==> src/rtl/irq_gate_pkg.sv <==
package irq_gate_pkg;
  localparam int unsigned REG_W  = 8;
  localparam int unsigned BIT_EN = 0;
  localparam int unsigned BIT_IS = 1;
  typedef struct packed {
    logic in_svc;
    logic en;
  } ctl_t;
endpackage

==> src/rtl/irq_gate_reg.sv <==
module irq_gate_reg
  import irq_gate_pkg::*;
#(
  parameter int unsigned AW   = 8,
  parameter logic [AW-1:0] ADDR = AW'(5)
) (
  input  logic             clk_i,
  input  logic             rst_ni,
  input  logic             ack_i,
  input  logic             reti_i,
  input  logic [AW-1:0]    addr_i,
  input  logic             wr_en_i,
  input  logic [REG_W-1:0] wdata_i,
  output ctl_t             ctl_o
);
  logic sel;
  ctl_t ctl_q, ctl_d;

  assign sel = wr_en_i && (addr_i == ADDR);

  always_comb begin
    ctl_d = ctl_q;
    if (sel) begin
      ctl_d.en     = wdata_i[BIT_EN];
      ctl_d.in_svc = wdata_i[BIT_IS];
    end
    if (reti_i) ctl_d.in_svc = 1'b0;
    // hardware set outranks software write and return
    if (ack_i)  ctl_d.in_svc = 1'b1;
  end

  always_ff @(posedge clk_i or negedge rst_ni) begin
    if (!rst_ni) ctl_q <= '0;
    else         ctl_q <= ctl_d;
  end

  assign ctl_o = ctl_q;
endmodule

==> src/rtl/irq_gate_rd.sv <==
module irq_gate_rd
  import irq_gate_pkg::*;
#(
  parameter int unsigned AW   = 8,
  parameter logic [AW-1:0] ADDR = AW'(5)
) (
  input  logic [AW-1:0]    addr_i,
  input  ctl_t             ctl_i,
  output logic [REG_W-1:0] rdata_o
);
  always_comb begin
    rdata_o = '0;
    if (addr_i == ADDR) begin
      rdata_o[BIT_EN] = ctl_i.en;
      rdata_o[BIT_IS] = ctl_i.in_svc;
    end
  end
endmodule

==> src/rtl/irq_gate.sv <==
module irq_gate
  import irq_gate_pkg::*;
#(
  parameter int unsigned AW   = 8,
  parameter logic [AW-1:0] ADDR = AW'(5)
) (
  input  logic          clk_i,
  input  logic          rst_ni,
  input  logic          req_i,
  input  logic          ack_i,
  input  logic          reti_i,
  input  logic [AW-1:0] addr_i,
  input  logic          wr_en_i,
  input  logic [7:0]    wdata_i,
  output logic [7:0]    rdata_o,
  output logic          take_o
);
  ctl_t ctl;

  irq_gate_reg #(.AW(AW), .ADDR(ADDR)) u_reg (
    .clk_i(clk_i), .rst_ni(rst_ni), .ack_i(ack_i), .reti_i(reti_i),
    .addr_i(addr_i), .wr_en_i(wr_en_i), .wdata_i(wdata_i), .ctl_o(ctl)
  );

  irq_gate_rd #(.AW(AW), .ADDR(ADDR)) u_rd (
    .addr_i(addr_i), .ctl_i(ctl), .rdata_o(rdata_o)
  );

  assign take_o = req_i & ctl.en & ~ctl.in_svc;
endmodule

==> config.mk <==
export PLATFORM = sky130hd
export DESIGN_NAME = irq_gate
export DESIGN_NICKNAME = d
export VERILOG_FILES = /design/src/rtl/irq_gate_pkg.sv /design/src/rtl/irq_gate_reg.sv /design/src/rtl/irq_gate_rd.sv /design/src/rtl/irq_gate.sv
export SDC_FILE = /design/constraint.sdc
export NUM_CORES = 1
export LEC_CHECK = 0
export BUFFER_PORTS_ARGS = -buffer_cell sky130_fd_sc_hd__buf_2
export CORE_AREA = 2 2 39 41
export DETAILED_ROUTE_END_ITERATION = 16
export DIE_AREA = 0 0 41 43
export PLACE_DENSITY = 0.48
export SYNTH_ARGS = -nofsm -noshare
export SYNTH_HDL_FRONTEND = slang
export SYNTH_SLANG_ARGS = --single-unit
==> constraint.sdc <==
create_clock -name clk_i -period 0.85 [get_ports clk_i]
set_input_delay 0.085 -clock clk_i [delete_from_list [all_inputs] [get_ports clk_i]]
set_output_delay 0.085 -clock clk_i [all_outputs]
set_load 0.03 [all_outputs]
# [Yosys cells after proc, flatten, opt, wreduce, memory -nomap -nowiden]
# Cells that the tools add are included.
[op_classes] eq_ne=1 n_reduce_logical=2 bitwise=3 n_mux=4
[ops] cell="8-bit by 3-bit == test with 1-bit output, second input constant" count=1
[ops] cell="2-bit 2-to-1 mux" count=2
[ops] cell="3-bit nonzero test" count=1
[ops] cell="1-bit AND" count=2
[ops] cell="1-bit 2-to-1 mux" count=2
[ops] cell="1-bit logical AND" count=1
[ops] cell="1-bit inverter" count=1
[word_totals] reg_bits=2 input_bits=22 elab_cells=12

# [Logic depth before layout (Yosys ltp)]
# Gate-level depths: netlist of run 1.
[depth] ltp_word=5 mapped_depth=3 depth_no_buf=3

# [Hierarchy]
# From an unflattened synthesis of run 1, not the netlist that was laid out.
[hier_totals] cells_unflattened=27 area_unflattened_um2=240.2
[modules_own_cells] mod="irq_gate_reg" n_inst=1 area_per_inst_um2=145.1 cells_each=13
[modules_own_cells] mod="irq_gate_rd" n_inst=1 area_per_inst_um2=86.3 cells_each=13
[modules_own_cells] mod="irq_gate" n_inst=1 area_per_inst_um2=8.8 cells_each=1

# [Worst setup path after synthesis of run 1]
# No wires, ideal clock.
[synth_timing] kind="input port to flip-flop" start="input port addr_i[1]" end="register u_reg.ctl_q (netlist bit u_reg.ctl_o[1])" n_path_buf=0 t_arrival_ns=0.838 stages=3 setup_slack_ns=-0.114 cell_sequence="and4bb_2 > and3_2 > a311o_1"
[synth_via] elab_chain_cells=3
[synth_lines] element="start: declaration" line_no="irq_gate.sv:12" text="input logic [AW-1:0] addr_i,"
[synth_lines] element="8-bit by 3-bit == test with 1-bit output" line_no="irq_gate_reg.sv:19" text="assign sel = wr_en_i && (addr_i == ADDR);"
[synth_lines] element="1-bit logical AND" line_no="irq_gate_reg.sv:19"
[synth_lines] element="3-bit nonzero test (no line)"
[synth_lines] element="end signal: assignment" line_no="irq_gate_reg.sv:34" text="else ctl_q <= ctl_d;"
[synth_lines] element="end: declaration" line_no="irq_gate_reg.sv:17" text="ctl_t ctl_q, ctl_d;"
# No other way between the ends.
# A chain may end at the register's enable or synchronous reset.

# [Worst setup path in the final report of run 1]
[layout_timing] start="register u_reg.ctl_q (netlist bit u_reg.ctl_o[1])" end="output port take_o"
[layout_via] elab_chain_cells=2
[layout_lines] element="1-bit inverter" line_no="irq_gate.sv:29" text="assign take_o = req_i & ctl.en & ~ctl.in_svc;"
[layout_lines] element="1-bit AND" line_no="irq_gate.sv:29"
[layout_lines] element="end: declaration" line_no="irq_gate.sv:16" text="output logic take_o"
# No other way between the ends.

==> flow_summary.json, run 1 <==
{
  "path_buf_inv": 2,
  "run_status": "complete, but fails checks",
  "finalNonFillerCells": 60,
  "gp_congestion": 0.599,
  "leakage_nw": 0.201,
  "hold-path-cell-count": 2,
  "final.setup_skew_ns": 0,
  "synth.top_cells.by_area": "sky130_fd_sc_hd__dfrtp_1, sky130_fd_sc_hd__buf_4, sky130_fd_sc_hd__and3_2",
  "clock_path_buffers": 2,
  "synth_commonest_cells": "sky130_fd_sc_hd__buf_4, sky130_fd_sc_hd__and3_2, sky130_fd_sc_hd__dfrtp_1, sky130_fd_sc_hd__inv_1",
  "period_share": 1.21,
  "failed_checks": "setup timing",
  "vdd_ir_drop_max_mv": 0.417,
  "drc": 0,
  "cp-end-kind": "output pin",
  "rr_startpoint": "u_reg.ctl_o[0]$_DFFE_PN0P_",
  "place.detailed.hpwl_um": 416,
  "crit_slowest_cell": "sky130_fd_sc_hd__dfrtp_1",
  "cts.htree.levels": 1,
  "final_period_minus_worst_setup_slack_ns": 1.03,
  "maxClockFrequency_mhz": 975,
  "p_per_cell_area_nw_per_um2": 1100,
  "critical_path.endpoint": "take_o",
  "vias_in_the_first_global_route": 216,
  "reg2reg_slack_ns": -0.03,
  "total_routing_usage_reported_by_global_routing": 0.0653,
  "route.detailed.wl_per_inst_um": 8.60,
  "wire_length_of_the_first_global_routing_pass_um": 717,
  "worst_ep_arrival_time_ns": 0.94,
  "vias": 226,
  "crit_path_cell_trace": "inv_2 > and3_4 > buf_6",
  "worst_path_largest_cell_delay_ns": 0.37,
  "synth.lib_cells_used.distinct": 12,
  "die_y_um": 43,
  "critPathMaxFanout": 2,
  "io_buffers": 18,
  "number_of_nets_at_the_end_of_the_flow": 68,
  "grt_start_max_net_pins": 6,
  "synth.top_cell.area_share": 0.245,
  "postSynthCellCount": 21,
  "max_cap_violations": 0,
  "path_clk_slew_ns": 0.03,
  "post-place-cells": 54,
  "category_of_the_critical_setup_timing_path": "flop to output pin",
  "initial_utilization": 0.147,
  "synthesis.area_per_instance_sq_um": 9.71,
  "dr.first_iter.drc_count": 0,
  "insertion_delay_of_the_later_clocked_pin_in_the_worst_skew_pair_ns": 0.22,
  "timing.critical_path.depth": 3,
  "final_layout_size_suffix_gt1_frac": 0.727,
  "antenna-diode-count": 0,
  "flip_flop_count_of_the_largest_register_all_copies_and_words_added": 2,
  "final-max-slew-violation-count": 0,
  "worst_setup_path_startpoint": "u_reg.ctl_o[1]$_DFFE_PN0P_",
  "row_count": 14,
  "post-synth-top-area-cell": "sky130_fd_sc_hd__dfrtp_1",
  "syn2layout_area_growth_pct": 90.2,
  "drt_pre_antenna_iters": 1,
  "edff_count_synth": 0,
  "total_core_area_sq_um": 1380,
  "async_reset_ff_frac": 1.00,
  "synth_ff_type": "sky130_fd_sc_hd__dfrtp_1",
  "clk_sink_count": 2,
  "critical_path_required_ns": 0.76,
  "fp.dieW_um": 41,
  "route.antenna.remaining_nets": 0,
  "final_hold_viol_count": 0,
  "cts_made_buffers": 3,
  "drt-total-wl_um": 516,
  "sort_of_element_at_the_start_of_the_critical_path": "flop",
  "synthMostInstantiatedCell": "sky130_fd_sc_hd__buf_4",
  "setup_viol_count_final": 5,
  "timing.hold.worst.class": "input pin to flop",
  "overflow": 0,
  "route.detailed.vias_per_inst": 3.77,
  "worst_r2r_path_depth": 2,
  "dp_worst_setup_slack_ns": -0.250,
  "worstReg2RegEnd": "u_reg.ctl_o[0]$_DFFE_PN0P_",
  "netlist_area_sq_um": 204,
  "die-area_sq_um": 1760,
  "totalNegativeSetupSlack_ns": -0.569,
  "clock-root-buffer": "sky130_fd_sc_hd__clkbuf_4",
  "grt_antenna_before_repair": 0,
  "cts_tree": "yes",
  "ys.warnings.count": 0,
  "layout.filler_cells": 154,
  "ys_seq_elements": 2,
  "rsz0062_at_grt": "yes",
  "synth-seq-area-share": 0.245,
  "path_delay_family": "flip-flops",
  "layout.cell_area.non_filler_sq_um": 388,
  "ioPinCount": 31,
  "setup_ws_ns": -0.176,
  "placed_cell_area_sq_um": 292
}
==> cell usage in the layout (no fill, tap or decap) <==
cell type,instances
sky130_fd_sc_hd__buf_2,13
sky130_fd_sc_hd__conb_1,6
sky130_fd_sc_hd__buf_6,5
sky130_fd_sc_hd__and3_4,3
sky130_fd_sc_hd__clkbuf_4,3
sky130_fd_sc_hd__buf_4,2
sky130_fd_sc_hd__dfrtp_1,2
sky130_fd_sc_hd__and4bb_2,1
sky130_fd_sc_hd__nor4_4,1
sky130_fd_sc_hd__inv_2,1
sky130_fd_sc_hd__and3_2,1
sky130_fd_sc_hd__inv_1,1
sky130_fd_sc_hd__a311oi_1,1
sky130_fd_sc_hd__a311o_1,1
sky130_fd_sc_hd__nand3_2,1
sky130_fd_sc_hd__mux2_4,1
sky130_fd_sc_hd__dlygate4sd3_1,1
==> cell families (layout without fill, tap and decap cells) <==
group,count (synthesis),count (layout),synth area share
AOI/OAI and AO/OA,2,2,0.0920
muxes,1,1,0.0552
DFF,2,2,0.245
and+or+nand+nor,7,7,0.331
buffers and inverters,8,26,0.258
other,1,6,0.0184
==> layer usage <==
metal | track usage | routed length, um
met4 | 0.0600 | 0
met3 | 0.0314 | 64
met1 | 0.0579 | 163
met2 | 0.100 | 288
met5 | 0 | 0
==> per-stage QoR <==
stage | utilization | power, mW | hold WS, ns
after CTS | 0.261 | 0.431 | 0.0763
final | 0.280 | 0.425 | 0.0823
after global placement | 0.211 | 0.201 | -0.124
after floorplan | - | 0.178 | -0.211
after global routing | 0.280 | 0.454 | 0.0842
after detailed placement | 0.211 | 0.202 | -0.126
==> how the worst min path moves through the flow <==
stage | from | end | slack, ns
6_report | ack_i | u_reg.ctl_o[1]$_DFFE_PN0P_ | 0.08
5_1_grt | ack_i | u_reg.ctl_o[1]$_DFFE_PN0P_ | 0.08
4_1_cts | ack_i | u_reg.ctl_o[1]$_DFFE_PN0P_ | 0.08
3_3_place_gp | rst_ni | u_reg.ctl_o[0]$_DFFE_PN0P_ | -0.12
2_1_floorplan | rst_ni | u_reg.ctl_o[0]$_DFFE_PN0P_ | -0.21
3_5_place_dp | rst_ni | u_reg.ctl_o[0]$_DFFE_PN0P_ | -0.13
==> power breakdown <==
part           switching, mW  internal (mW)  leakage, nW
clock                 0.0499          0.155       0.0138
sequential           0.00354          0.102       0.0245
combinational         0.0639         0.0512        0.163
==> area by class of cell <==
class / instances / area, sq um / area share
tap: 16 / 20.0 / 0.0516
inverter: 2 / 7.51 / 0.0194
sequential: 2 / 50.0 / 0.129
timing repair buffer: 21 / 146 / 0.377
multi-input combinational: 16 / 141 / 0.365
clock buffer: 3 / 22.5 / 0.0581
==> repair_timing <==
action,CTS,global route
resized for setup,7,6
pin swaps,1,1
hold buffers,1,0
buffers inserted,2,0
endpoints found under the hold margin,2,0
endpoints found under the setup margin,4,5
cloned,0,0
No activity file was read; power rests on OpenSTA's default activity.
==> run 2: changes to the inputs <==
Settings changed: CTS_BUF_LIST from default to sky130_fd_sc_hd__clkbuf_16.
==> run 2 against run 1 <==
Compared with the run above: the flow still finishes with violations (setup timing); sequential power is essentially flat; sequential share of layout area fell by 0.96 points; combinational power shrank 8%; sequential cell count did not move; power is 110% higher; design area rose by 8.1%; worst setup slack better by 0.0030 ns; clock power grew to 3.4 times the previous value; critical path depth unchanged; register-to-register slack hardly changed; largest cell class unchanged.
==> flow_summary.json, run 2 (synthesized netlist as in run 1, its figures left out) <==
{
  "ioPinCount": 31,
  "die-area_sq_um": 1760,
  "dr.first_iter.drc_count": 0,
  "insertion_delay_of_the_later_clocked_pin_in_the_worst_skew_pair_ns": 0.22,
  "totalNegativeSetupSlack_ns": -0.556,
  "maxClockFrequency_mhz": 978,
  "max_cap_violations": 0,
  "worst_ep_arrival_time_ns": 0.94,
  "drt_pre_antenna_iters": 1,
  "cts.htree.levels": 1,
  "failed_checks": "setup timing",
  "fp.dieW_um": 41,
  "final_layout_size_suffix_gt1_frac": 0.705,
  "period_share": 1.20,
  "finalNonFillerCells": 60,
  "category_of_the_critical_setup_timing_path": "flop to output pin",
  "critPathMaxFanout": 2,
  "antenna-diode-count": 0,
  "final_period_minus_worst_setup_slack_ns": 1.02,
  "p_per_cell_area_nw_per_um2": 2180,
  "most_frequent_standard_cell_in_the_layout_excluding_fill_and_tap_cells": "sky130_fd_sc_hd__buf_2",
  "grt_start_max_net_pins": 6,
  "placed_cell_area_sq_um": 292,
  "fin_worst_hold_slack_ns": 0.0857,
  "gp_congestion": 0.599,
  "overflow": 0,
  "drc": 0,
  "setup_viol_count_final": 5,
  "place.detailed.hpwl_um": 416,
  "route.detailed.vias_per_inst": 3.82,
  "multi_input_area_sq_um": 133,
  "rsz0062_at_grt": "yes",
  "vdd_ir_drop_max_mv": 0.633,
  "cts_tree": "yes",
  "run_status": "complete, but fails checks",
  "initial_utilization": 0.147,
  "route.antenna.remaining_nets": 0,
  "leakage_nw": 0.217,
  "vias": 229,
  "critical_path_required_ns": 0.76,
  "final_hold_viol_count": 0,
  "final-max-slew-violation-count": 0,
  "vias_in_the_first_global_route": 217,
  "wire_length_of_the_first_global_routing_pass_um": 772,
  "flip_flop_count_of_the_largest_register_all_copies_and_words_added": 2,
  "seqCellArea_sq_um": 50.0,
  "setup_ws_ns": -0.173,
  "path_clk_slew_ns": 0.03,
  "post-place-cells": 54,
  "final.setup_skew_ns": 0,
  "sort_of_element_at_the_start_of_the_critical_path": "flop",
  "drt-total-wl_um": 516,
  "clock-root-buffer": "sky130_fd_sc_hd__clkbuf_16",
  "number_of_nets_at_the_end_of_the_flow": 68,
  "cts_made_buffers": 3,
  "layout.cells.most_common_list": "sky130_fd_sc_hd__buf_2, sky130_fd_sc_hd__conb_1, sky130_fd_sc_hd__and3_4, sky130_fd_sc_hd__clkbuf_16, sky130_fd_sc_hd__buf_6",
  "clock_path_buffers": 2,
  "layout.cell_area.non_filler_sq_um": 419,
  "total_power_mw": 0.914,
  "layout.filler_cells": 151,
  "row_count": 14,
  "clk_sink_count": 2,
  "die_y_um": 43,
  "grt_antenna_before_repair": 0,
  "io_buffers": 18,
  "cp-end-kind": "output pin",
  "total_routing_usage_reported_by_global_routing": 0.0773,
  "syn2layout_area_growth_pct": 106,
  "timing.hold.worst.class": "input pin to flop",
  "route.detailed.wl_per_inst_um": 8.60,
  "total_core_area_sq_um": 1380
}
run 2: cell counts in the layout (fill, tap and decap cells not counted):
No cell type changed its count.
run 2: routing by layer:
metal	up-vias	wire (um)	global-route usage
li1	110	-	-
met1	100	151	0.0611
met2	15	266	0.106
met3	4	66	0.0471
met4	0	31	0.100
met5	-	0	0
run 2: final timing paths:
kind,to,cells after the start,from,slack (ns)
hold reg to reg,u_reg.ctl_o[0]$_DFFE_PN0P_,2,u_reg.ctl_o[0]$_DFFE_PN0P_,0.64
min in group asynchronous,u_reg.ctl_o[0]$_DFFE_PN0P_,2,rst_ni,0.18
hold / removal,u_reg.ctl_o[1]$_DFFE_PN0P_,2,ack_i,0.09
setup reg to reg,u_reg.ctl_o[0]$_DFFE_PN0P_,2,u_reg.ctl_o[0]$_DFFE_PN0P_,-0.04
max in group asynchronous,u_reg.ctl_o[1]$_DFFE_PN0P_,2,rst_ni,0.57
setup / recovery,take_o,3,u_reg.ctl_o[1]$_DFFE_PN0P_,-0.17
run 2: layout make-up:
| cell class | count | area share |
|---|---|---|
| well taps | 16 | 0.0478 |
| multi-input cells | 16 | 0.316 |
| repair buffers | 21 | 0.319 |
| clock buffers | 3 | 0.179 |
| flip-flops and latches | 2 | 0.119 |
| inverters | 2 | 0.0179 |
run 2: repair_timing:
item / in CTS / in global routing
gates resized for setup: 7 / 2
endpoints found under the hold margin: 2 / 0
setup buffers: 2 / 0
endpoints found under the setup margin: 4 / 5
pin swaps: 1 / 2
hold buffers: 1 / 0
run 2: critical path: stages (launching register included):
cell                      delay (ns)
sky130_fd_sc_hd__dfrtp_1        0.37
sky130_fd_sc_hd__inv_2          0.06
sky130_fd_sc_hd__and3_4         0.17
sky130_fd_sc_hd__buf_6          0.12
run 2: per-stage QoR:
stage	worst slack (ns)	util
floorplan	-0.0699	-
global placement	-0.248	0.211
detailed placement	-0.250	0.211
CTS	-0.183	0.299
global route	-0.208	0.303
finish	-0.173	0.303
run 2: power by group:
group	switching, mW	internal, mW
logic	0.0623	0.0441
registers	0.00387	0.102
clock network	0.104	0.598
==> run 3: changes to the inputs <==
Settings changed: SKIP_CTS_REPAIR_TIMING from default to 1.
Clock period 0.85 ns to 0.8 ns, I/O delays scaled along.
==> run 3 against run 2 <==
Compared with the run above: sequential share of layout area shrank 0.45 points; power grew 8.2%; utilization grew 1.2 points; sequential power grew 8%; wire length grew 5.6%; clock skew is the same; highest routed layer unchanged; the run still ends with setup timing left; global-route usage shrank 1.4 points; critical endpoint unchanged; worst setup slack lost 0.061 ns.
==> flow_summary.json, run 3 (synthesized netlist as in run 1, its figures left out) <==
{
  "leakage_nw": 0.224,
  "total_routing_usage_reported_by_global_routing": 0.0633,
  "total_power_mw": 0.989,
  "clk_sink_count": 2,
  "power.share.switching": 0.191,
  "worst_ep_arrival_time_ns": 0.95,
  "die-area_sq_um": 1760,
  "multi_input_area_sq_um": 136,
  "ioPinCount": 31,
  "gp_congestion": 0.633,
  "dr.first_iter.drc_count": 0,
  "layout.cells.most_common_list": "sky130_fd_sc_hd__buf_2, sky130_fd_sc_hd__conb_1, sky130_fd_sc_hd__buf_6, sky130_fd_sc_hd__and3_4, sky130_fd_sc_hd__clkbuf_16",
  "row_count": 14,
  "max_cap_violations": 0,
  "drc": 0,
  "clock-root-buffer": "sky130_fd_sc_hd__clkbuf_16",
  "final-max-slew-violation-count": 0,
  "grt_start_max_net_pins": 6,
  "met1_usage": 0.0450,
  "place.detailed.hpwl_um": 409,
  "timing.critical_path.depth": 3,
  "post-place-cells": 54,
  "sort_of_element_at_the_start_of_the_critical_path": "flop",
  "drt_pre_antenna_iters": 1,
  "final_layout_size_suffix_gt1_frac": 0.705,
  "global_route.peak_usage_layer": "met4",
  "die_y_um": 43,
  "vdd_ir_drop_max_mv": 1.38,
  "path_delay_family": "flip-flops",
  "combPwrFrac": 0.124,
  "rsz0062_at_grt": "yes",
  "totalNegativeSetupSlack_ns": -0.875,
  "cp-end-kind": "output pin",
  "fp.dieW_um": 41,
  "critical_path_required_ns": 0.72,
  "switching_power_mw": 0.189,
  "cts.htree.levels": 1,
  "route.antenna.remaining_nets": 0,
  "crit_slowest_cell": "sky130_fd_sc_hd__dfrtp_1",
  "run_status": "complete, but fails checks",
  "maxClockFrequency_mhz": 968,
  "worst_path_largest_cell_delay_ns": 0.38,
  "vias_in_the_first_global_route": 192,
  "cts_tree": "yes",
  "route.detailed.wl_per_inst_um": 9.08,
  "dp_worst_setup_slack_ns": -0.304,
  "syn2layout_area_growth_pct": 113,
  "postLayoutCoreUtil": 0.315,
  "cts_made_buffers": 3,
  "crit_path_cell_trace": "inv_2 > and3_4 > buf_6",
  "failed_checks": "setup timing",
  "route.detailed.vias_per_inst": 3.75,
  "final_period_minus_worst_setup_slack_ns": 1.03,
  "most_frequent_standard_cell_in_the_layout_excluding_fill_and_tap_cells": "sky130_fd_sc_hd__buf_2",
  "timing.hold.worst.class": "input pin to flop",
  "seqCellArea_sq_um": 50.0,
  "grt_use_met2": 0.0969,
  "insertion_delay_of_the_later_clocked_pin_in_the_worst_skew_pair_ns": 0.22,
  "final.setup_skew_ns": 0,
  "wire_length_of_the_first_global_routing_pass_um": 641,
  "io_buffers": 18,
  "fin_worst_hold_slack_ns": 0.0897,
  "category_of_the_critical_setup_timing_path": "flop to output pin",
  "total_core_area_sq_um": 1380,
  "critPathMaxFanout": 2,
  "power.clock.fraction": 0.762,
  "placed_cell_area_sq_um": 293,
  "finalNonFillerCells": 60,
  "antenna-diode-count": 0,
  "path_buf_inv": 2,
  "hold-path-cell-count": 2,
  "worst_r2r_path_depth": 4,
  "layout.cell_area.non_filler_sq_um": 435,
  "flip_flop_count_of_the_largest_register_all_copies_and_words_added": 2,
  "path_clk_slew_ns": 0.03,
  "setup_viol_count_final": 5,
  "period_share": 1.29,
  "grt_antenna_before_repair": 0,
  "number_of_nets_at_the_end_of_the_flow": 68,
  "initial_utilization": 0.147,
  "p_per_cell_area_nw_per_um2": 2270,
  "cell_internal_pwr_mw": 0.800,
  "drt-total-wl_um": 545,
  "layout.filler_cells": 153,
  "overflow": 0,
  "clock_path_buffers": 2,
  "final_hold_viol_count": 0,
  "setup_ws_ns": -0.233,
  "vias": 225,
  "met3_usage": 0.0157,
  "pwr-share-seq": 0.114
}
[run 3: power groups by stage]
stage / clock network [mW] / logic, mW / registers [mW]
2_1_floorplan: 0 / 0.0784 / 0.111
3_3_place_gp: 0 / 0.101 / 0.112
3_5_place_dp: 0 / 0.103 / 0.112
4_1_cts: 0.767 / 0.103 / 0.111
5_1_grt: 0.775 / 0.134 / 0.113
6_report: 0.753 / 0.123 / 0.113
[run 3: area by class of cell]
cell class,count,area share
timing repair buffer,21,0.336
multi-input combinational,16,0.313
clock buffer,3,0.172
sequential,2,0.115
tap,16,0.0460
inverter,2,0.0172
[run 3: final timing paths]
kind / from / endpoint / slack (ns)
max in group asynchronous: rst_ni / u_reg.ctl_o[0]$_DFFE_PN0P_ / 0.54
worst max register to register: u_reg.ctl_o[1]$_DFFE_PN0P_ / u_reg.ctl_o[1]$_DFFE_PN0P_ / -0.17
worst max-delay path: u_reg.ctl_o[1]$_DFFE_PN0P_ / take_o / -0.23
worst min-delay path: ack_i / u_reg.ctl_o[1]$_DFFE_PN0P_ / 0.09
worst min register to register: u_reg.ctl_o[0]$_DFFE_PN0P_ / u_reg.ctl_o[0]$_DFFE_PN0P_ / 0.55
min in group asynchronous: rst_ni / u_reg.ctl_o[1]$_DFFE_PN0P_ / 0.17
[run 3: routing by layer]
| layer | vias to the layer above | wire length (um) |
|---|---|---|
| met1 | 97 | 182 |
| li1 | 111 | - |
| met2 | 15 | 279 |
| met3 | 2 | 66 |
| met5 | - | 0 |
| met4 | 0 | 16 |
